[config.mk]
export PLATFORM = sky130hd
export DESIGN_NAME = asid_tlb
export DESIGN_NICKNAME = d
export VERILOG_FILES = /design/src/rtl/tlb_pkg.sv /design/src/rtl/tlb_cam.sv /design/src/rtl/tlb_victim.sv /design/src/rtl/asid_tlb.sv
export SDC_FILE = /design/constraint.sdc
export NUM_CORES = 1
export LEC_CHECK = 0
export BUFFER_PORTS_ARGS = -buffer_cell sky130_fd_sc_hd__buf_2
export CAP_MARGIN = 20
export CORE_MARGIN = 3
export CORE_UTILIZATION = 50
export CTS_CLUSTER_DIAMETER = 80
export DETAILED_ROUTE_END_ITERATION = 8
export PLACE_DENSITY = 0.7
export REMOVE_ABC_BUFFERS = 1
export SYNTH_ARGS = -nofsm -noshare
export SYNTH_HDL_FRONTEND = slang
export SYNTH_SLANG_ARGS = --single-unit
[constraint.sdc]
create_clock -name clk -period 17.14 [get_ports clk]
set_clock_uncertainty 0.2 [all_clocks]
set_input_delay 1.714 -clock clk [delete_from_list [all_inputs] [get_ports clk]]
set_output_delay 1.714 -clock clk [all_outputs]
set_load 0.03 [all_outputs]
[src/rtl/tlb_pkg.sv]
// Package: shared types for the translation buffer.
// Assumes nothing beyond IEEE 1800-2017.
package tlb_pkg;
    // How a fill picks its destination slot.
    typedef enum logic [1:0] {
        FILL_MATCH = 2'd0,   // same page and ASID already present
        FILL_FREE  = 2'd1,   // an invalid slot exists
        FILL_EVICT = 2'd2    // all slots valid, use round-robin pointer
    } fill_kind_t;
endpackage

[src/rtl/tlb_cam.sv]
// Module: tlb_cam
// Compares a (page, ASID) key against every entry in parallel.
// Reports the match vector, whether any entry matched, and the
// lowest-index match. Assumes the caller keeps entries unique.
module tlb_cam #(
    parameter int N      = 8,
    parameter int VPN_W  = 22,
    parameter int ASID_W = 8,
    localparam int IDX_W = $clog2(N)
) (
    input  logic                   clk,
    input  logic                   rst_n,
    input  logic [N-1:0]           ent_valid,
    input  logic [N-1:0][VPN_W-1:0]  ent_vpn,
    input  logic [N-1:0][ASID_W-1:0] ent_asid,
    input  logic [VPN_W-1:0]       key_vpn,
    input  logic [ASID_W-1:0]      key_asid,
    output logic [N-1:0]           match,
    output logic                   any,
    output logic [IDX_W-1:0]       idx
);
    // Per-entry comparators, one per slot.
    for (genvar g = 0; g < N; g++) begin : g_cmp
        assign match[g] = ent_valid[g] && (ent_vpn[g] == key_vpn)
                          && (ent_asid[g] == key_asid);
    end

    // Priority encode: the lowest index wins.
    always_comb begin
        idx = '0;
        for (int i = N - 1; i >= 0; i--) begin
            if (match[i]) idx = IDX_W'(i);
        end
    end

    assign any = |match;

    // fills never create duplicates, so at most one entry matches.
    assert_single_match_R7: assert property (@(posedge clk) disable iff (!rst_n)
        $onehot0(match));
endmodule

[src/rtl/tlb_victim.sv]
// Module: tlb_victim
// Picks the slot a fill writes: an existing matching entry first,
// then the lowest invalid slot, then the round-robin pointer.
// Assumes rr_ptr < N.
module tlb_victim
    import tlb_pkg::*;
#(
    parameter int N      = 8,
    localparam int IDX_W = $clog2(N)
) (
    input  logic [N-1:0]     ent_valid,
    input  logic             dup_any,
    input  logic [IDX_W-1:0] dup_idx,
    input  logic [IDX_W-1:0] rr_ptr,
    output logic [IDX_W-1:0] slot,
    output fill_kind_t       kind
);
    logic             free_any;
    logic [IDX_W-1:0] free_idx;

    // Find the lowest-index invalid slot.
    always_comb begin
        free_idx = '0;
        for (int i = N - 1; i >= 0; i--) begin
            if (!ent_valid[i]) free_idx = IDX_W'(i);
        end
        free_any = ~&ent_valid;
    end

    // Choose the destination in priority order.
    always_comb begin
        if (dup_any) begin
            slot = dup_idx;
            kind = FILL_MATCH;
        end else if (free_any) begin
            slot = free_idx;
            kind = FILL_FREE;
        end else begin
            slot = rr_ptr;
            kind = FILL_EVICT;
        end
    end
endmodule

[src/rtl/asid_tlb.sv]
// Module: asid_tlb (top)
// Fully associative translation buffer tagged by address-space ID.
// Lookup is combinational; the response is registered one cycle after
// the request. Priority of updates: flush_all > flush_asid_en > fill_en.
// Assumes the walker fills only after a miss and presents one fill per cycle.
module asid_tlb
    import tlb_pkg::*;
#(
    parameter int N      = 8,
    parameter int VPN_W  = 22,
    parameter int OFF_W  = 10,
    parameter int ASID_W = 8,
    parameter int PFN_W  = 20,
    localparam int IDX_W = $clog2(N),
    localparam int VA_W  = VPN_W + OFF_W,
    localparam int PA_W  = PFN_W + OFF_W
) (
    input  logic              clk,
    input  logic              rst_n,
    input  logic              lk_req,
    input  logic [VA_W-1:0]   lk_vaddr,
    input  logic [ASID_W-1:0] lk_asid,
    input  logic              fill_en,
    input  logic [VPN_W-1:0]  fill_vpn,
    input  logic [ASID_W-1:0] fill_asid,
    input  logic [PFN_W-1:0]  fill_pfn,
    input  logic              flush_all,
    input  logic              flush_asid_en,
    input  logic [ASID_W-1:0] flush_asid,
    output logic              rsp_valid,
    output logic              rsp_hit,
    output logic              rsp_miss,
    output logic [PA_W-1:0]   rsp_paddr
);
    logic [N-1:0]             valid_q;
    logic [N-1:0][VPN_W-1:0]  vpn_q;
    logic [N-1:0][ASID_W-1:0] asid_q;
    logic [N-1:0][PFN_W-1:0]  pfn_q;
    logic [IDX_W-1:0]         rr_q;

    logic [N-1:0]     lk_match, dup_match;
    logic             lk_any, dup_any;
    logic [IDX_W-1:0] lk_idx, dup_idx, fill_slot;
    fill_kind_t       fill_kind;
    logic             do_fill;

    // Lookup comparator bank.
    tlb_cam #(.N(N), .VPN_W(VPN_W), .ASID_W(ASID_W)) u_lookup (
        .clk(clk), .rst_n(rst_n),
        .ent_valid(valid_q), .ent_vpn(vpn_q), .ent_asid(asid_q),
        .key_vpn(lk_vaddr[VA_W-1:OFF_W]), .key_asid(lk_asid),
        .match(lk_match), .any(lk_any), .idx(lk_idx)
    );

    // Duplicate detector for the fill key.
    tlb_cam #(.N(N), .VPN_W(VPN_W), .ASID_W(ASID_W)) u_dup (
        .clk(clk), .rst_n(rst_n),
        .ent_valid(valid_q), .ent_vpn(vpn_q), .ent_asid(asid_q),
        .key_vpn(fill_vpn), .key_asid(fill_asid),
        .match(dup_match), .any(dup_any), .idx(dup_idx)
    );

    // Destination slot selection.
    tlb_victim #(.N(N)) u_victim (
        .ent_valid(valid_q), .dup_any(dup_any), .dup_idx(dup_idx),
        .rr_ptr(rr_q), .slot(fill_slot), .kind(fill_kind)
    );

    assign do_fill = fill_en && !flush_all && !flush_asid_en;

    // Valid flags and replacement pointer, with flush priority.
    always_ff @(posedge clk) begin
        if (!rst_n) begin
            valid_q <= '0;
            rr_q    <= '0;
        end else if (flush_all) begin
            valid_q <= '0;
        end else if (flush_asid_en) begin
            for (int i = 0; i < N; i++) begin
                if (asid_q[i] == flush_asid) valid_q[i] <= 1'b0;
            end
        end else if (fill_en) begin
            valid_q[fill_slot] <= 1'b1;
            if (fill_kind == FILL_EVICT)
                rr_q <= (rr_q == IDX_W'(N - 1)) ? '0 : rr_q + 1'b1;
        end
    end

    // Entry payload storage; contents are qualified by valid_q.
    always_ff @(posedge clk) begin
        if (do_fill) begin
            vpn_q[fill_slot]  <= fill_vpn;
            asid_q[fill_slot] <= fill_asid;
            pfn_q[fill_slot]  <= fill_pfn;
        end
    end

    // Registered lookup response.
    always_ff @(posedge clk) begin
        if (!rst_n) begin
            rsp_valid <= 1'b0;
            rsp_hit   <= 1'b0;
            rsp_miss  <= 1'b0;
            rsp_paddr <= '0;
        end else begin
            rsp_valid <= lk_req;
            rsp_hit   <= lk_req && lk_any;
            rsp_miss  <= lk_req && !lk_any;
            rsp_paddr <= (lk_req && lk_any)
                         ? {pfn_q[lk_idx], lk_vaddr[OFF_W-1:0]} : '0;
        end
    end

    // a request produces a response in the next cycle, and only then.
    assert_resp_follows_req_R2: assert property (@(posedge clk) disable iff (!rst_n)
        lk_req |=> rsp_valid);
    assert_no_spurious_resp_R2: assert property (@(posedge clk) disable iff (!rst_n)
        !lk_req |=> !rsp_valid);
    // hit and miss are exclusive; a miss carries a zero address.
    assert_hit_miss_excl_R5: assert property (@(posedge clk) disable iff (!rst_n)
        !(rsp_hit && rsp_miss));
    assert_miss_zero_R5: assert property (@(posedge clk) disable iff (!rst_n)
        rsp_miss |-> (rsp_paddr == '0));
    // a global flush leaves no valid entry.
    assert_flush_all_R8: assert property (@(posedge clk) disable iff (!rst_n)
        flush_all |=> (valid_q == '0));
    // an accepted fill leaves at least one valid entry.
    assert_fill_lands_R6: assert property (@(posedge clk) disable iff (!rst_n)
        do_fill |=> (valid_q != '0));
endmodule

==> results of run 1 <==
==> per-stage QoR <==
stage	worst slack (ns)	power (mW)	cells	utilization, %
floorplan	10.91	1.28	1584	-
global placement	11.11	1.38	2321	53.6
detailed placement	11.00	1.38	2323	53.7
CTS	11.59	2.34	2411	57.0
global route	11.28	2.39	2413	57.1
finish	11.43	2.33	2413	57.1
==> state kept, by name, indices dropped and copies added, names as in the netlist <==
register,flops
rsp_hit,1
rsp_paddr,30
vpn_q,176
valid_q,8
rsp_valid,1
rsp_miss,1
asid_q,64
pfn_q,160
rr_q,3
==> worst max-delay path, stage by stage <==
cell      delay (ns)
buf_2           0.33
xor2_1          0.14
nor4_1          0.80
nand4_1         0.25
nor4_1          0.54
o21ai_0         0.19
a41oi_1         0.44
o211ai_1        0.37
nor2_4          0.18
buf_4           0.69
==> per-layer routing <==
layer	routed length [um]	GRT usage, %
met2	31200	44.5
met1	33700	49.2
met5	0	0
met4	2050	7.67
met3	9880	12.0
==> cell type report <==
cell class | instances | area share [%]
Inverter | 4 | 0.0608
Clock buffer | 73 | 5.45
Multi-Input combinational cell | 1136 | 35.4
Clock inverter | 15 | 0.345
Sequential cell | 444 | 52.2
Timing Repair Buffer | 156 | 3.50
Tap cell | 585 | 2.97
==> synth_stat cells (all sizes together), types with 19 or more instances <==
cell,count,share of area [%]
o211ai,24,0.82
or3,19,0.54
nand4,156,4.5
nor2,55,0.94
and2,31,0.88
a311oi,21,1.3
nand2,39,0.68
buf,34,0.94
edfxtp,400,55
xor2,167,6.6
mux2i,23,1.0
o21ai,33,0.75
a2111o,19,0.97
clkbuf,64,1.1
nor4,61,1.7
xnor2,378,15
nand3,27,0.61
dfxtp,44,4.0
==> power by group <==
| part | internal [mW] | switching, mW |
|---|---|---|
| clock | 0.542 | 0.421 |
| combinational | 0.0529 | 0.127 |
| sequential | 1.18 | 0.00375 |
==> cells in the final DEF, fill, tap and decap left out, drive strengths merged, types with 8 or more instances in the layout <==
cell    instances
a2111o         19
a311oi         21
and2           31
buf           156
clkbuf         73
clkinv         10
dfxtp          44
edfxtp        400
inv             8
mux2i          23
nand2          39
nand3          27
nand4         156
nor2           55
nor3           15
nor4           61
o211ai         24
o21ai          33
or3            19
or4            16
xnor2         378
xor2          167
==> kinds of logic after synthesis <==
family	count (synthesis)	share of synthesized area (%)
xor+xnor	545	21.7
flops	444	58.6
compound gates	118	4.61
buf+inv	102	2.10
mux	23	1.05
fa+ha+maj	2	0.114
simple gates	448	11.8
==> path summary, 6_finish.rpt <==
| kind | start | end | slack (ns) | cells after the start |
|---|---|---|---|---|
| worst max register to register | vpn_q[146] | pfn_q[120] | 12.46 | 9 |
| worst min register to register | pfn_q[80] | rsp_paddr[10] | 0.35 | 2 |
| worst min-delay path | pfn_q[80] | rsp_paddr[10] | 0.35 | 2 |
| worst max-delay path | fill_vpn[14] | pfn_q[120] | 11.43 | 10 |
==> flow_metrics.tcl, run 1 <==
set metrics [dict create \
    post_drt_wl_per_cell_um 31.8 \
    place.gp.congestion 0.981 \
    die_span_x_um 216 \
    layout.filler_cells 3548 \
    detailedRoute.firstPassIterationCount 6 \
    holdWs_ns 0.353 \
    period_share_pct 33.3 \
    n_antenna_cell 0 \
    synth_flop_cell "edfxtp_1" \
    arrival_ns 5.69 \
    cts_hold_repair.buffers 0 \
    crit_path_max_fanout 50 \
    tritoncts_clock_tree "built" \
    achievable-frequency_mhz 175 \
    vias_in_the_first_global_route 14300 \
    hp-class "flip-flop to flip-flop" \
    finalMaxSlewViolations 0 \
    numPortBuffers 136 \
    drc_errors 0 \
    cts.root.buffer_cell "clkbuf_16" \
    timing.final.hold_violations 0 \
    setup_violations 0 \
    floorplan.io_pins 137 \
    finalNetCount 1895 \
    post_synth_inst_count 1682 \
    grt_first_pass_wirelength_um 108000 \
    area_of_the_multi_input_gates_mm2 0.00875 \
    largest_net_degree_at_the_start_of_global_routing 62 \
    yosys_register_bits 444 \
    edff_count_synth 400 \
    grtUsageTotal_pct 32.6 \
    design.die.area_mm2 0.0465 \
    timing_worst_setup_path_type "primary input to flip-flop" \
    wl_um 76800 \
    antenna_left 0 \
    clk_transition_reported_paths_ns 0.06 \
    ys_types 56 \
    placementRows 76 \
    synthesis.area_mm2 0.0220 \
    syn-mean-instance-area_um2 13.1 \
    layout_cell_share_with_drive_strength_beyond_1_pct 14.2 \
    grt_setup_unrepaired "false" \
    max_slew_margin_pct 23.3 \
    synth.yosys.warnings 0 \
    cts_buffers 47 \
    initial_core_util_pct 50.8 \
    synthToLayoutAreaGrowth_pct 12.2 \
    post-route-min-period_ns 5.71 \
    power_per_cell_area_mw_per_mm2 94.4 \
    placement.cell_area_mm2 0.0232 \
    cts-resized-gates 0 \
    setup.worst_path.end_class "flip-flop" \
    dp_hpwl_um 53700 \
    max_cap_violations 0 \
    cts-htree-levels 2 \
    final_design_area_no_fill_mm2 0.0247 \
    cts_post_setup_buffers_inserted 0 \
    synth_seq_area_share_pct 58.6 \
    status "finished clean" \
    clkSinkCount 444 \
    clock_insertion_delay_worst_skew_ns 0.59 \
    drt_iter0_markers 2066 \
    vias 15200 \
    chipHeight_um 216 \
    tns_ns 0 \
    grt-ovfl-total 0 \
    coreArea_mm2 0.0433 \
    cts.path.max_buffers 3 \
    critical_path_required_ns 17.13 \
    register_area_mm2 0.0129 \
    setup.worst_path.start_class "primary input" \
    tightest_slew_ns 1.14 \
    p_leak_nw 7.81 \
    irDropWorstVdd_v 0.0000944 \
    synth_async_sr_flop_share_pct 0 \
    drt-vias-per-instance 6.28 \
    grt_antenna_before_repair 0 \
]
(Power assumes the default switching activity.)
==> run 2, diff against run 1 <==
- PLACE_DENSITY: 0.7 -> 0.72
- clock period: 17.14 -> 5 ns (I/O delays scaled with it)
==> run 2 against run 1 <==
Register-to-register slack got worse by 12 ns; critical path type is now flip-flop to flip-flop; cell count rose by 3.0%; hold slack got worse by 0.25 ns; cell area rose by 3.5%; largest power group unchanged; clock-buffer cell count fell by 14; setup slack got worse by 11 ns; first-iteration DRC count fell by 2.9%; sequential power rose to 3.4 times the previous value.
==> flow_metrics.tcl, run 2 (synthesized netlist as in run 1, its figures left out) <==
set metrics [dict create \
    final_std_cells_w_o_fill 2485 \
    chipHeight_um 216 \
    grt_antenna_before_repair 2 \
    leading_cell_type_in_the_layout_fill_and_taps_excluded "edfxtp_1" \
    max_slew_margin_pct 35.5 \
    timing_worst_setup_path_type "flip-flop to flip-flop" \
    largest-register "vpn_q" \
    largest_net_degree_at_the_start_of_global_routing 60 \
    initial_core_util_pct 50.8 \
    p_leak_nw 8.22 \
    power_per_cell_area_mw_per_mm2 327 \
    vias_in_the_first_global_route 15300 \
    drt-vias-per-instance 6.27 \
    finalMaxSlewViolations 0 \
    drc_errors 0 \
    max_cap_violations 0 \
    reg_top3 "vpn_q x176, pfn_q x160, asid_q x64" \
    grtUsageTotal_pct 32.3 \
    synthToLayoutAreaGrowth_pct 16.2 \
    post_drt_wl_per_cell_um 30.4 \
    numPortBuffers 136 \
    cts_post_setup_buffers_inserted 0 \
    crit_path_max_fanout 50 \
    final_design_area_no_fill_mm2 0.0255 \
    antenna_left 0 \
    vias 15600 \
    wl_um 75400 \
    floorplan.io_pins 137 \
    finalNetCount 1964 \
    critical_path_required_ns 5.06 \
    number_of_flip_flops_in_the_largest_register 176 \
    status "finished clean" \
    clk_transition_reported_paths_ns 0.07 \
    grt_first_pass_wirelength_um 108000 \
    cp_slowest_cell "nor4_1" \
    period_share_pct 90.4 \
    grt_setup_unrepaired "false" \
    clock_insertion_delay_worst_skew_ns 0.61 \
    coreArea_mm2 0.0433 \
    timing.critical_path.cells "xor2_1, nor4_1, nand4_1, nor4_1, o21ai_0, a41oi_1, o211ai_1, nor2_4, buf_12" \
    design.die.area_mm2 0.0465 \
    place.gp.congestion 1.10 \
    detailedRoute.firstPassIterationCount 5 \
    post-route-min-period_ns 4.52 \
    hp-class "primary input to flip-flop" \
    cts_hold_repair.buffers 33 \
    clkSinkCount 444 \
    setup.worst_path.end_class "flip-flop" \
    path_common_cell "nor4_1" \
    grt-ovfl-total 0 \
    cts-htree-levels 2 \
    placement.cell_area_mm2 0.0236 \
    tightest_slew_ns 0.959 \
    achievable-frequency_mhz 221 \
    cts_buffers 49 \
    worst_path_largest_cell_delay_ns 0.83 \
    final_core_util_pct 59.1 \
    cts.root.buffer_cell "clkbuf_16" \
    die_span_x_um 216 \
    setup.worst_path.start_class "flip-flop" \
    placementRows 76 \
    arrival_ns 4.58 \
    timing.final.hold_violations 0 \
    drt_iter0_markers 2007 \
    tritoncts_clock_tree "built" \
    irDropWorstVdd_v 0.000263 \
    layout.filler_cells 3353 \
    cts-resized-gates 0 \
    holdWs_ns 0.104 \
    layout_cell_share_with_drive_strength_beyond_1_pct 16.1 \
    setup_violations 0 \
    mostFrequentLayoutCells "edfxtp_1 (400), xnor2_1 (378), xor2_1 (167), nand4_1 (155), buf_2 (136)" \
    dp_hpwl_um 52600 \
    cts.path.max_buffers 3 \
    dp.cells 2359 \
]
run 2: cell types whose count changed in the layout (fill, tap and decap cells not counted), sizes merged:
cell	change
inv	+2
diode	+1
bufinv	+5
clkbuf	-14
clkinvlp	+1
buf	+34
dlygate4sd3	+33
clkinv	+10
run 2: per-layer routing:
layer	global-route usage (%)	vias up	share of wire, %
met5	0	-	0
met4	15.0	0	5.2
met3	7.98	224	12
met2	47.1	1124	42
met1	45.6	7624	40
li1	-	6619	-
run 2: path summary, 6_finish.rpt:
| kind | cells after the start | to | startpoint | slack, ns |
|---|---|---|---|---|
| worst max-delay path | 9 | pfn_q[91] | vpn_q[148] | 0.48 |
| worst min-delay path | 1 | asid_q[47] | fill_asid[7] | 0.10 |
| worst max register to register | 9 | pfn_q[91] | vpn_q[148] | 0.48 |
| worst min register to register | 2 | rsp_paddr[29] | pfn_q[99] | 0.33 |
run 2: report_power, final:
part / switching [mW] / internal, mW / total, mW
clock: 1.55 / 2.10 / 3.65
combinational: 0.424 / 0.212 / 0.637
sequential: 0.0129 / 4.06 / 4.07
total: 1.99 / 6.37 / 8.36
run 2: critical path, delay by kind of cell, from the launching register on:
family | cells | cell delay (ns)
simple gates | 4 | 1.93
compound gates | 3 | 0.98
flops | 1 | 0.50
buf+inv | 1 | 0.32
xor+xnor | 1 | 0.20
run 2: cell type report:
cell class,instances,area (um2),area share (%)
Antenna cell,1,2.50,0.00979
Multi-Input combinational cell,1136,8750,34.2
Tap cell,585,732,2.86
Clock buffer,59,1270,4.99
Sequential cell,444,12900,50.5
Timing Repair Buffer,223,1540,6.01
Clock inverter,33,348,1.36
Inverter,4,15.0,0.0588
run 2: stage by stage:
stage                     total power, mW  setup TNS (ns)  setup WS [ns]
after floorplan                      4.39           -2.64        -0.0208
after global placement               4.74               0          0.527
after detailed placement             4.74               0          0.528
after CTS                            8.38               0          0.769
after global routing                 8.59               0          0.530
final                                8.36               0          0.478
